### config.mk
export PLATFORM = sky130hd
export DESIGN_NAME = cell_bal_gate
export DESIGN_NICKNAME = d
export VERILOG_FILES = /design/src/rtl/cell_bal_gate_pkg.sv /design/src/rtl/cell_bal_period_decode.sv /design/src/rtl/cell_bal_mask_gen.sv /design/src/rtl/cell_bal_permit_track.sv /design/src/rtl/cell_bal_drive_reg.sv /design/src/rtl/cell_bal_gate.sv
export SDC_FILE = /design/constraint.sdc
export NUM_CORES = 1
export LEC_CHECK = 0
export BUFFER_PORTS_ARGS = -buffer_cell sky130_fd_sc_hd__buf_2
export CAP_MARGIN = 30
export CORE_MARGIN = 10
export CORE_UTILIZATION = 35
export CTS_CLUSTER_DIAMETER = 120
export CTS_CLUSTER_SIZE = 12
export DETAILED_ROUTE_END_ITERATION = 6
export HOLD_SLACK_MARGIN = 0.03
export PLACE_DENSITY = 0.61
export SLEW_MARGIN = 5
export SYNTH_ARGS = -nofsm -noshare
export SYNTH_HDL_FRONTEND = slang
export SYNTH_HIERARCHICAL = 1
export SYNTH_SLANG_ARGS = --single-unit
### constraint.sdc
create_clock -name clk -period 2.9 [get_ports clk]
set_input_delay 0.58 -clock clk [delete_from_list [all_inputs] [get_ports clk]]
set_output_delay 0.58 -clock clk [all_outputs]
set_load 0.01 [all_outputs]
### src/rtl/cell_bal_gate_pkg.sv
package cell_bal_gate_pkg;

  // Wrap any signed index into the range 0..modulus-1.
  function automatic int wrap_idx(input int value, input int modulus);
    return ((value % modulus) + modulus) % modulus;
  endfunction

  // Width needed to hold values 0..count-1.
  function automatic int idx_width(input int count);
    return (count > 1) ? $clog2(count) : 1;
  endfunction

endpackage

### src/rtl/cell_bal_period_decode.sv
module cell_bal_period_decode #(
  parameter int PAIR_COUNT = 6,
  parameter int PERIOD_W   = 4
) (
  input  logic [PERIOD_W-1:0]   period_i,
  output logic [PAIR_COUNT-1:0] pair_oh_o
);

  // One measurement slot and one calibration slot per pair.
  localparam int SLOT_COUNT = 2 * PAIR_COUNT;

  // Each pair position is active in its measurement slot and in the
  // calibration slot one half-sequence later. Values beyond the last
  // slot select no pair.
  for (genvar p = 0; p < PAIR_COUNT; p++) begin : g_pair
    localparam int MEAS_SLOT = p;
    localparam int CAL_SLOT  = p + PAIR_COUNT;
    logic meas_hit;
    logic cal_hit;
    assign meas_hit     = (period_i == PERIOD_W'(MEAS_SLOT));
    assign cal_hit      = (CAL_SLOT < SLOT_COUNT) && (period_i == PERIOD_W'(CAL_SLOT));
    assign pair_oh_o[p] = meas_hit | cal_hit;
  end

endmodule

### src/rtl/cell_bal_mask_gen.sv
module cell_bal_mask_gen
  import cell_bal_gate_pkg::*;
#(
  parameter int NUM_CELLS  = 12,
  parameter int PAIR_COUNT = 6,
  parameter int WIN_RADIUS = 1
) (
  input  logic [PAIR_COUNT-1:0] pair_oh_i,
  output logic [NUM_CELLS-1:0]  off_mask_o
);

  localparam int WIN_SPAN = 2 * WIN_RADIUS + 1;

  // A cell is masked when the active pair lies within WIN_RADIUS of its
  // own pair position, with wrap-around at the ends of the sequence.
  for (genvar c = 0; c < NUM_CELLS; c++) begin : g_cell
    localparam int HOME = c % PAIR_COUNT;
    logic [WIN_SPAN-1:0] tap_hit;
    for (genvar d = 0; d < WIN_SPAN; d++) begin : g_tap
      localparam int SRC = wrap_idx(HOME + d - WIN_RADIUS, PAIR_COUNT);
      assign tap_hit[d] = pair_oh_i[SRC];
    end
    assign off_mask_o[c] = |tap_hit;
  end

endmodule

### src/rtl/cell_bal_permit_track.sv
module cell_bal_permit_track (
  input  logic clk,
  input  logic rst_n,
  input  logic busy_i,
  input  logic permit_i,
  output logic permit_eff_o
);

  logic busy_q;
  logic permit_q;
  logic conv_start;
  logic permit_en;
  logic permit_d;

  // Next-state: capture the permit bit in the first busy cycle.
  always_comb begin
    conv_start   = busy_i & ~busy_q;
    permit_en    = conv_start;
    permit_d     = permit_i;
    permit_eff_o = conv_start ? permit_i : permit_q;
  end

  always_ff @(posedge clk or negedge rst_n) begin
    if (!rst_n) begin
      busy_q   <= 1'b0;
      permit_q <= 1'b0;
    end else begin
      busy_q <= busy_i;
      if (permit_en) begin
        permit_q <= permit_d;
      end
    end
  end

endmodule

### src/rtl/cell_bal_drive_reg.sv
module cell_bal_drive_reg #(
  parameter int NUM_CELLS = 12
) (
  input  logic                 clk,
  input  logic                 rst_n,
  input  logic                 busy_i,
  input  logic                 permit_eff_i,
  input  logic [NUM_CELLS-1:0] req_i,
  input  logic [NUM_CELLS-1:0] off_mask_i,
  output logic [NUM_CELLS-1:0] drive_o
);

  logic                 gate_active;
  logic                 drive_en;
  logic [NUM_CELLS-1:0] drive_d;
  logic [NUM_CELLS-1:0] drive_q;

  always_comb begin
    gate_active = busy_i & ~permit_eff_i;
    drive_en    = 1'b1;
    drive_d     = gate_active ? (req_i & ~off_mask_i) : req_i;
  end

  always_ff @(posedge clk or negedge rst_n) begin
    if (!rst_n) begin
      drive_q <= '0;
    end else if (drive_en) begin
      drive_q <= drive_d;
    end
  end

  assign drive_o = drive_q;

endmodule

### src/rtl/cell_bal_gate.sv
module cell_bal_gate
  import cell_bal_gate_pkg::*;
#(
  parameter int NUM_CELLS  = 12,
  parameter int PAIR_COUNT = 6,
  parameter int PERIOD_W   = 4,
  parameter int WIN_RADIUS = 1
) (
  input  logic                 clk,
  input  logic                 rst_n,
  input  logic [NUM_CELLS-1:0] dis_req_i,
  input  logic                 permit_i,
  input  logic                 busy_i,
  input  logic [PERIOD_W-1:0]  period_i,
  output logic [NUM_CELLS-1:0] dis_drive_o
);

  localparam int LANES      = NUM_CELLS / PAIR_COUNT;
  localparam int SLOT_COUNT = 2 * PAIR_COUNT;
  localparam int SLOT_W     = idx_width(SLOT_COUNT);

  logic [PAIR_COUNT-1:0] pair_oh;
  logic [NUM_CELLS-1:0]  off_mask;
  logic                  permit_eff;

  cell_bal_period_decode #(
    .PAIR_COUNT(PAIR_COUNT),
    .PERIOD_W  (PERIOD_W)
  ) decode_i (
    .period_i (period_i),
    .pair_oh_o(pair_oh)
  );

  cell_bal_mask_gen #(
    .NUM_CELLS (NUM_CELLS),
    .PAIR_COUNT(PAIR_COUNT),
    .WIN_RADIUS(WIN_RADIUS)
  ) mask_i (
    .pair_oh_i (pair_oh),
    .off_mask_o(off_mask)
  );

  cell_bal_permit_track permit_i_trk (
    .clk         (clk),
    .rst_n       (rst_n),
    .busy_i      (busy_i),
    .permit_i    (permit_i),
    .permit_eff_o(permit_eff)
  );

  cell_bal_drive_reg #(
    .NUM_CELLS(NUM_CELLS)
  ) drive_i (
    .clk         (clk),
    .rst_n       (rst_n),
    .busy_i      (busy_i),
    .permit_eff_i(permit_eff),
    .req_i       (dis_req_i),
    .off_mask_i  (off_mask),
    .drive_o     (dis_drive_o)
  );

  initial begin
    assert (NUM_CELLS == LANES * PAIR_COUNT && SLOT_W <= PERIOD_W && 2 * WIN_RADIUS + 1 <= PAIR_COUNT)
      else $error("cell_bal_gate: inconsistent parameters");
  end

endmodule

* Word-level counts from Yosys, hierarchy flattened
Index checks and enable logic that the tools add are counted.
Word-level totals: output and inout bits 12, input bits 20, logic and storage cells 35, flip-flop bits (word level) 14
Operators by class: bitwise operators 12, reduce and logical (&&, ||, !) cells 7, equality and inequality tests 11, mux-type cells 2
Operators by type and width (number):
- OR reduction 3 bit | 6
- equality test 4 x 3 -> 1 bit, second input constant | 4
- equality test 4 bit, second input constant | 4
- bitwise AND 12 bit | 1
- 2-to-1 mux 12 bit | 1
- NOT 12 bit | 1
- equality test 4 x 2 -> 1 bit, second input constant | 2
- bitwise OR 1 bit | 6
- equality test 4 x 1 -> 1 bit, second input constant | 1
- zero test 4 bit | 1
- bitwise AND 1 bit | 2
- NOT 1 bit | 2
- 2-to-1 mux 1 bit | 1

* Logic depth before layout (Yosys ltp)
Gate-level depths: netlist of run 1.
word-level depth 6, mapped depth 5, depth with buffers taken out 4

* Hierarchy
Netlist of run 1, hierarchy kept.
By module, submodules not included:
- cell_bal_drive_reg | area an instance 461.7 um^2, seq. area each 300.3 um^2, cells an instance 26, times used 1
- cell_bal_mask_gen | area an instance 82.6 um^2, seq. area each 0.0 um^2, cells an instance 12, times used 1
- cell_bal_period_decode | area an instance 71.3 um^2, seq. area each 0.0 um^2, cells an instance 10, times used 1
- cell_bal_permit_track | area an instance 71.3 um^2, seq. area each 50.0 um^2, cells an instance 4, times used 1

* Worst setup path before layout of run 1
No wires, ideal clock.
kind input-to-reg, start input port period_i[1], end register drive_i.drive_q[11], in the netlist drive_i/drive_o[11], library setup time 0.129 ns, setup slack 1.325 ns, arrival time 1.447 ns, stages on the path 5, buffers on the path 1, data required time 2.771 ns, cell sequence or3b_1 a21oi_1 or3_1 buf_4 a21boi_0
On the way: word-level cells in the longest chain between the ends 6, elaborated cells on any way between the ends 13, classes of those cells 5 x eq/ne; 1 x mux; 5 x bitwise; 2 x reduce/logical
RTL lines:
- from (decl) | line cell_bal_gate.sv:14 | input logic [PERIOD_W-1:0] period_i,
- equality test 4 x 3 -> 1 bit / equality test 4 bit (equally long branches) | line cell_bal_period_decode.sv:20, cell_bal_period_decode.sv:21
- bitwise OR 1 bit (*) | line cell_bal_period_decode.sv:22 | assign pair_oh_o[p] = meas_hit | cal_hit;
- net pair_oh[4] | line cell_bal_gate.sv:22 | logic [PAIR_COUNT-1:0] pair_oh;
- OR reduction 3 bit (*)
- net off_mask[5] | line cell_bal_gate.sv:23 | logic [NUM_CELLS-1:0] off_mask;
- NOT 12 bit (*) | line cell_bal_drive_reg.sv:21 | drive_d = gate_active ? (req_i & ~off_mask_i) : req_i;
- bitwise AND 12 bit (*) | line cell_bal_drive_reg.sv:21
- 2-to-1 mux 12 bit (*) | line cell_bal_drive_reg.sv:21
- net drive_i.drive_d[11] | line cell_bal_drive_reg.sv:15 | logic [NUM_CELLS-1:0] drive_d;
- to (signal assigned) | line cell_bal_drive_reg.sv:28 | drive_q <= drive_d;
- to (decl) | line cell_bal_drive_reg.sv:16 | logic [NUM_CELLS-1:0] drive_q;
The timed path passes the listed nets; every way through them passes the cells marked *.

* Final worst setup path of run 1
start input port busy_i, end register drive_i.drive_q[11], in the netlist drive_i/drive_o[11]
On the way: word-level cells in the longest chain between the ends 5
RTL lines:
- from (decl) | line cell_bal_gate.sv:13 | input logic busy_i,
- bitwise AND 1 bit | line cell_bal_permit_track.sv:17 | conv_start = busy_i & ~busy_q;
- 2-to-1 mux 1 bit | line cell_bal_permit_track.sv:20 | permit_eff_o = conv_start ? permit_i : permit_q;
- net permit_eff | line cell_bal_gate.sv:24 | logic permit_eff;
- NOT 1 bit | line cell_bal_drive_reg.sv:19 | gate_active = busy_i & ~permit_eff_i;
- bitwise AND 1 bit | line cell_bal_drive_reg.sv:19
- 2-to-1 mux 12 bit | line cell_bal_drive_reg.sv:21
- net drive_i.drive_d[11] | line cell_bal_drive_reg.sv:15
The timed path passes the listed nets, and every way through them passes these cells.

==> flow_summary.json, run 1 <==
{
  "slew_headroom": 0.718,
  "start_kind": "primary input",
  "cp_slowest_cell": "nor2b_4",
  "synthMuxAreaShare": 0.0219,
  "pre_cts_slack_ns": 1.11,
  "setup-tns-final_ns": 0,
  "die_x_microns": 64.3,
  "dieArea_sq_um": 4130,
  "gp_routability_congestion": 0.747,
  "grt_pass1_wl_microns": 2390,
  "p_total_uw": 432,
  "cts_num_sinks": 14,
  "ys_ff_latch": 14,
  "final_cell_area_sq_um": 845,
  "tritoncts": "done",
  "track_usage": 0.0725,
  "rsz0062_at_grt": "false",
  "htree_levels": 1,
  "drt_iter0_drc": 1,
  "ys_seq_area_frac": 0.510,
  "routed_wl_microns": 1410,
  "hp-class": "primary input to asynchronous set/reset pin",
  "syn-cell-area_sq_um": 687,
  "synthAdderAreaFrac": 0,
  "timing.fmax_mhz": 667,
  "fillers": 187,
  "min_period_ns": 1.50,
  "end_kind": "register",
  "core.rowCount": 15,
  "hold_violations": 0,
  "fin_crit_sh": 0.517,
  "cts-root-buf": "clkbuf_4",
  "cp_num_buf_inv": 1,
  "postCtsHoldBufs": 0,
  "synthSimpleGateAreaFrac": 0.144,
  "antenna_left": 0,
  "critical_path_peak_fanout": 12,
  "gr-total-overflow": 0,
  "first_global_vias": 520,
  "cts.clk_slew.worst_paths_ns": 0.08,
  "worstSetupPathType": "primary input to register",
  "required_ns": 3.03,
  "slowest_delay_ns": 0.37,
  "cts_made_buffers": 3,
  "diodes": 0,
  "worst_ir_drop_vdd_mv": 0.177,
  "final-max-slew-violation-count": 0,
  "synth_fp_nets": 72,
  "fp.coreArea_sq_um": 1800,
  "timing.final.ws_setup_ns": 1.40,
  "status": "completed",
  "maxCapViolations": 0,
  "cts_resized": 0,
  "drive_above_1_share": 0.588,
  "fin_nets": 101,
  "via_per_inst": 4.50,
  "synth_top_family_by_area": "compound AO/OA/AOI/OAI gates",
  "clk_latency_ns": 0.26,
  "path_cells": "buf_2 -> nand2b_1 -> mux2_4 -> nor2b_4 -> a21boi_0",
  "avgSynthCellArea_sq_um": 13.2,
  "antenna_found_initial": 0,
  "finalSetupViolCount": 0,
  "grt_max_degree": 15,
  "cp_top_family": "simple AND/OR/NAND/NOR gates",
  "dieHeight_microns": 64.3,
  "first_pass_iters": 2,
  "synthToLayoutAreaGrowth_pct": 23.0,
  "postCtsSetupRepairBufs": 0,
  "dp_hpwl_microns": 1200,
  "p_per_area_nw_per_um2": 511,
  "drc": 0,
  "io_pins": 32,
  "tightest_slew_ns": 0.422,
  "synth_cells": 52,
  "finalClockSkew_ns": 0.00105,
  "p_leak_nw": 0.419,
  "vias": 473,
  "start_util": 0.381,
  "synth-xor-area-share": 0.0255,
  "avgRoutedWirePerCell_microns": 13.5,
  "port_buffers": 31,
  "crit_arrival_ns": 1.63,
  "dpl_cell_area_sq_um": 808,
  "synth_compound_area_frac": 0.204,
  "ys_warn_count": 6,
  "cts.path.max_buffers": 2,
  "post_synth_num_cell_types": 17
}
-- synthesized netlist by cell type (all sizes together) --
cell	n	area, sq um
xor2	1	8.76
nor3b	2	15.0
nand3b	1	7.51
dfrtp	14	350
nor2b	1	13.8
nand2b	1	6.26
mux2	1	15.0
or3	6	37.5
buf	7	65.1
a21boi	13	135
nor3	2	10.0
or3b	1	8.76
a21oi	1	5.00
xnor2	1	8.76
-- path summary, 6_finish.rpt --
path                                                      start                         endpoint  slack (ns)  cells after the start
worst max-delay path                                     busy_i    drive_i/drive_o[11]$_DFF_PN0_        1.40                      5
worst min-delay path                                      rst_n     drive_i/drive_o[8]$_DFF_PN0_        0.19                      1
worst max register to register    permit_i_trk/busy_q$_DFF_PN0_    drive_i/drive_o[11]$_DFF_PN0_        1.40                      4
worst min register to register  permit_i_trk/permit_q$_DFF_PN0_  permit_i_trk/permit_q$_DFF_PN0_        0.52                      1
max in group asynchronous                                 rst_n  permit_i_trk/permit_q$_DFF_PN0_        2.48                      1
min in group clk                                         busy_i    permit_i_trk/busy_q$_DFF_PN0_        0.45                      1
-- cells in the final DEF, fill, tap and decap left out, drive strengths merged --
| cell type | instances |
|---|---|
| mux2 | 1 |
| clkbuf | 4 |
| nor3 | 2 |
| nor3b | 2 |
| a21boi | 13 |
| nand3b | 1 |
| or3b | 1 |
| dfrtp | 14 |
| xor2 | 1 |
| a21oi | 1 |
| nor2b | 1 |
| nand2b | 1 |
| buf | 31 |
| or3 | 6 |
| xnor2 | 1 |
-- state kept, by name, summed over array words and instances, names as in the netlist --
name                   flops
permit_i_trk/busy_q        1
permit_i_trk/permit_q      1
drive_i/drive_o           12
-- final cells by class --
class	instances	area [sq um]	share of cell area
sequential	14	350	0.415
multi-input combinational	31	272	0.321
timing repair buffer	31	155	0.184
clock buffer	4	36.3	0.0430
tap	25	31.3	0.0370
-- kinds of logic (layout without fill, tap and decap cells) --
group / after synthesis / after routing
buf+inv: 7 / 35
flops: 14 / 14
mux: 1 / 1
compound gates: 14 / 14
simple gates: 14 / 14
xor+xnor: 2 / 2
-- layer usage --
layer | global-route usage | routed length, microns | vias up
met5 | 0 | 0 | -
met4 | 0.0481 | 27 | 0
met3 | 0.0226 | 89 | 2
met2 | 0.116 | 702 | 17
met1 | 0.0808 | 594 | 216
li1 | - | - | 238
-- metrics by stage --
| step | hold slack (ns) | utilization | std cells |
|---|---|---|---|
| 6_report | 0.190 | 0.469 | 105 |
| 5_1_grt | 0.171 | 0.469 | 105 |
| 3_3_place_gp | 0.486 | 0.449 | 101 |
| 2_1_floorplan | 0.284 | - | 52 |
| 3_5_place_dp | 0.486 | 0.449 | 101 |
| 4_1_cts | 0.192 | 0.469 | 105 |
-- where the power goes --
part           switching [mW]  internal, mW  leakage, nW  total [mW]
sequential            0.00333         0.210        0.167       0.214
clock                  0.0545        0.0761       0.0210       0.131
combinational          0.0471        0.0406        0.231      0.0877
Power figures use the tool's default switching activity.
==> inputs of run 2 (changes only) <==
==> constraint.sdc (replaced) <==
create_clock -name clk -period 1.5 [get_ports clk]
set_input_delay 0.3 -clock clk [delete_from_list [all_inputs] [get_ports clk]]
set_output_delay 0.3 -clock clk [all_outputs]
set_load 0.01 [all_outputs]
==> flow_summary.json, run 2 (synthesis results as in run 1) <==
{
  "timing.fmax_mhz": 741,
  "pre_cts_slack_ns": 0.0720,
  "place_inst": 102,
  "fin_nets": 103,
  "postCtsSetupRepairBufs": 0,
  "worst_ir_drop_vdd_mv": 0.298,
  "finalSetupViolCount": 0,
  "timing.final.ws_setup_ns": 0.150,
  "first_global_vias": 535,
  "p_sw_frac": 0.254,
  "slew_headroom": 0.801,
  "avgRoutedWirePerCell_microns": 12.8,
  "clk_latency_ns": 0.27,
  "grt_pass1_wl_microns": 2300,
  "pwr-share-clk": 0.248,
  "io_pins": 32,
  "cts.clk_slew.worst_paths_ns": 0.07,
  "final-max-slew-violation-count": 0,
  "drive_above_1_share": 0.580,
  "core.rowCount": 15,
  "drt_iter0_drc": 6,
  "dpl_cell_area_sq_um": 828,
  "routed_wl_microns": 1360,
  "status": "completed",
  "diodes": 0,
  "htree_levels": 1,
  "dp_hpwl_microns": 1170,
  "timing.hold.ws_ns": 0.169,
  "switching_power_uw": 201,
  "largest_reg_flops": 12,
  "required_ns": 1.65,
  "cts_made_buffers": 3,
  "cts-root-buf": "clkbuf_4",
  "start_kind": "register",
  "end_kind": "register",
  "synthToLayoutAreaGrowth_pct": 25.3,
  "finalClockSkew_ns": 0.00747,
  "antenna_found_initial": 0,
  "hp-class": "primary input to register",
  "final_common_cell": "buf_2",
  "track_usage": 0.0710,
  "setup-tns-final_ns": 0,
  "crit_arrival_ns": 1.50,
  "cts_num_sinks": 14,
  "min_period_ns": 1.35,
  "start_util": 0.381,
  "first_pass_iters": 4,
  "die_x_microns": 64.3,
  "fin_crit_sh": 0.900,
  "comb_power_share": 0.230,
  "p_leak_nw": 0.424,
  "maxCapViolations": 0,
  "cts.path.max_buffers": 2,
  "tritoncts": "done",
  "fp.coreArea_sq_um": 1800,
  "p_seq_frac": 0.522,
  "hold_violations": 0,
  "via_per_inst": 4.44,
  "drc": 0,
  "gr-total-overflow": 0,
  "gp_routability_congestion": 0.708,
  "vias": 471,
  "worstSetupPathType": "register to register",
  "port_buffers": 31,
  "final_cell_area_sq_um": 861,
  "dieHeight_microns": 64.3,
  "final_cells": 106,
  "dieArea_sq_um": 4130,
  "cts_resized": 0,
  "antenna_left": 0,
  "rsz0062_at_grt": "false",
  "p_per_area_nw_per_um2": 918,
  "tightest_slew_ns": 0.299,
  "p_int_uw": 589,
  "final_cell_mix": "buf_2 (31), dfrtp_1 (14), a21boi_2 (10), or3_1 (6), clkbuf_4 (3)",
  "critical_path_peak_fanout": 8,
  "grt_max_degree": 15
}
==> run 2: cell types whose count changed in the layout (fill, tap and decap cells not counted), sizes merged <==
cell,before,now
dlygate4sd3,0,1
buf,31,32
clkbuf,4,3
==> run 2: worst paths after layout <==
path	from	endpoint	slack (ns)	depth (start not counted)
hold reg to reg	permit_i_trk/permit_q$_DFF_PN0_	permit_i_trk/permit_q$_DFF_PN0_	0.52	1
hold / removal	busy_i	permit_i_trk/busy_q$_DFF_PN0_	0.17	1
min in group asynchronous	rst_n	drive_i/drive_o[8]$_DFF_PN0_	0.45	2
max in group asynchronous	rst_n	drive_i/drive_o[0]$_DFF_PN0_	0.82	2
setup / recovery	permit_i_trk/busy_q$_DFF_PN0_	drive_i/drive_o[1]$_DFF_PN0_	0.15	5
setup reg to reg	permit_i_trk/busy_q$_DFF_PN0_	drive_i/drive_o[1]$_DFF_PN0_	0.15	5
==> run 2: final cells by class <==
| cell class | instances | area (sq um) |
|---|---|---|
| clock buffer | 3 | 22.5 |
| fill | 185 | 941 |
| multi-input combinational | 31 | 272 |
| sequential | 14 | 350 |
| tap | 25 | 31.3 |
| timing repair buffer | 33 | 185 |
==> run 2: repair_timing <==
action / 4_1_cts / 5_1_grt
hold buffers: 1 / 0
setup endpoints to repair: 0 / 0
endpoints found under the hold margin: 14 / 0
==> run 2: worst max-delay path, cell delays in order (launching register included) <==
cell and delay [ns]:
dfrtp_1 0.35, nand2b_1 0.15, mux2_4 0.32, nor2b_4 0.20, buf_12 0.16, a21boi_2 0.05
==> run 2: layer usage <==
metal	wire length [microns]	vias up	global-route usage
li1	-	237	-
met1	525	215	0.0677
met2	679	17	0.118
met3	128	2	0.0296
met4	27	0	0.0561
met5	0	-	0
==> run 2: power by group through the flow <==
stage                     Sequential, mW  Combinational [mW]  Clock, mW
final                              0.413               0.182      0.196
after floorplan                    0.436               0.119          0
after CTS                          0.413               0.187      0.203
after global routing               0.416               0.201      0.222
after global placement             0.420               0.182          0
after detailed placement           0.421               0.184          0
==> run 2: per-stage QoR <==
stage / utilization / power [mW]
final: 0.478 / 0.790
after global routing: 0.478 / 0.840
after CTS: 0.478 / 0.803
after detailed placement: 0.460 / 0.605
after global placement: 0.460 / 0.602
after floorplan: - / 0.554
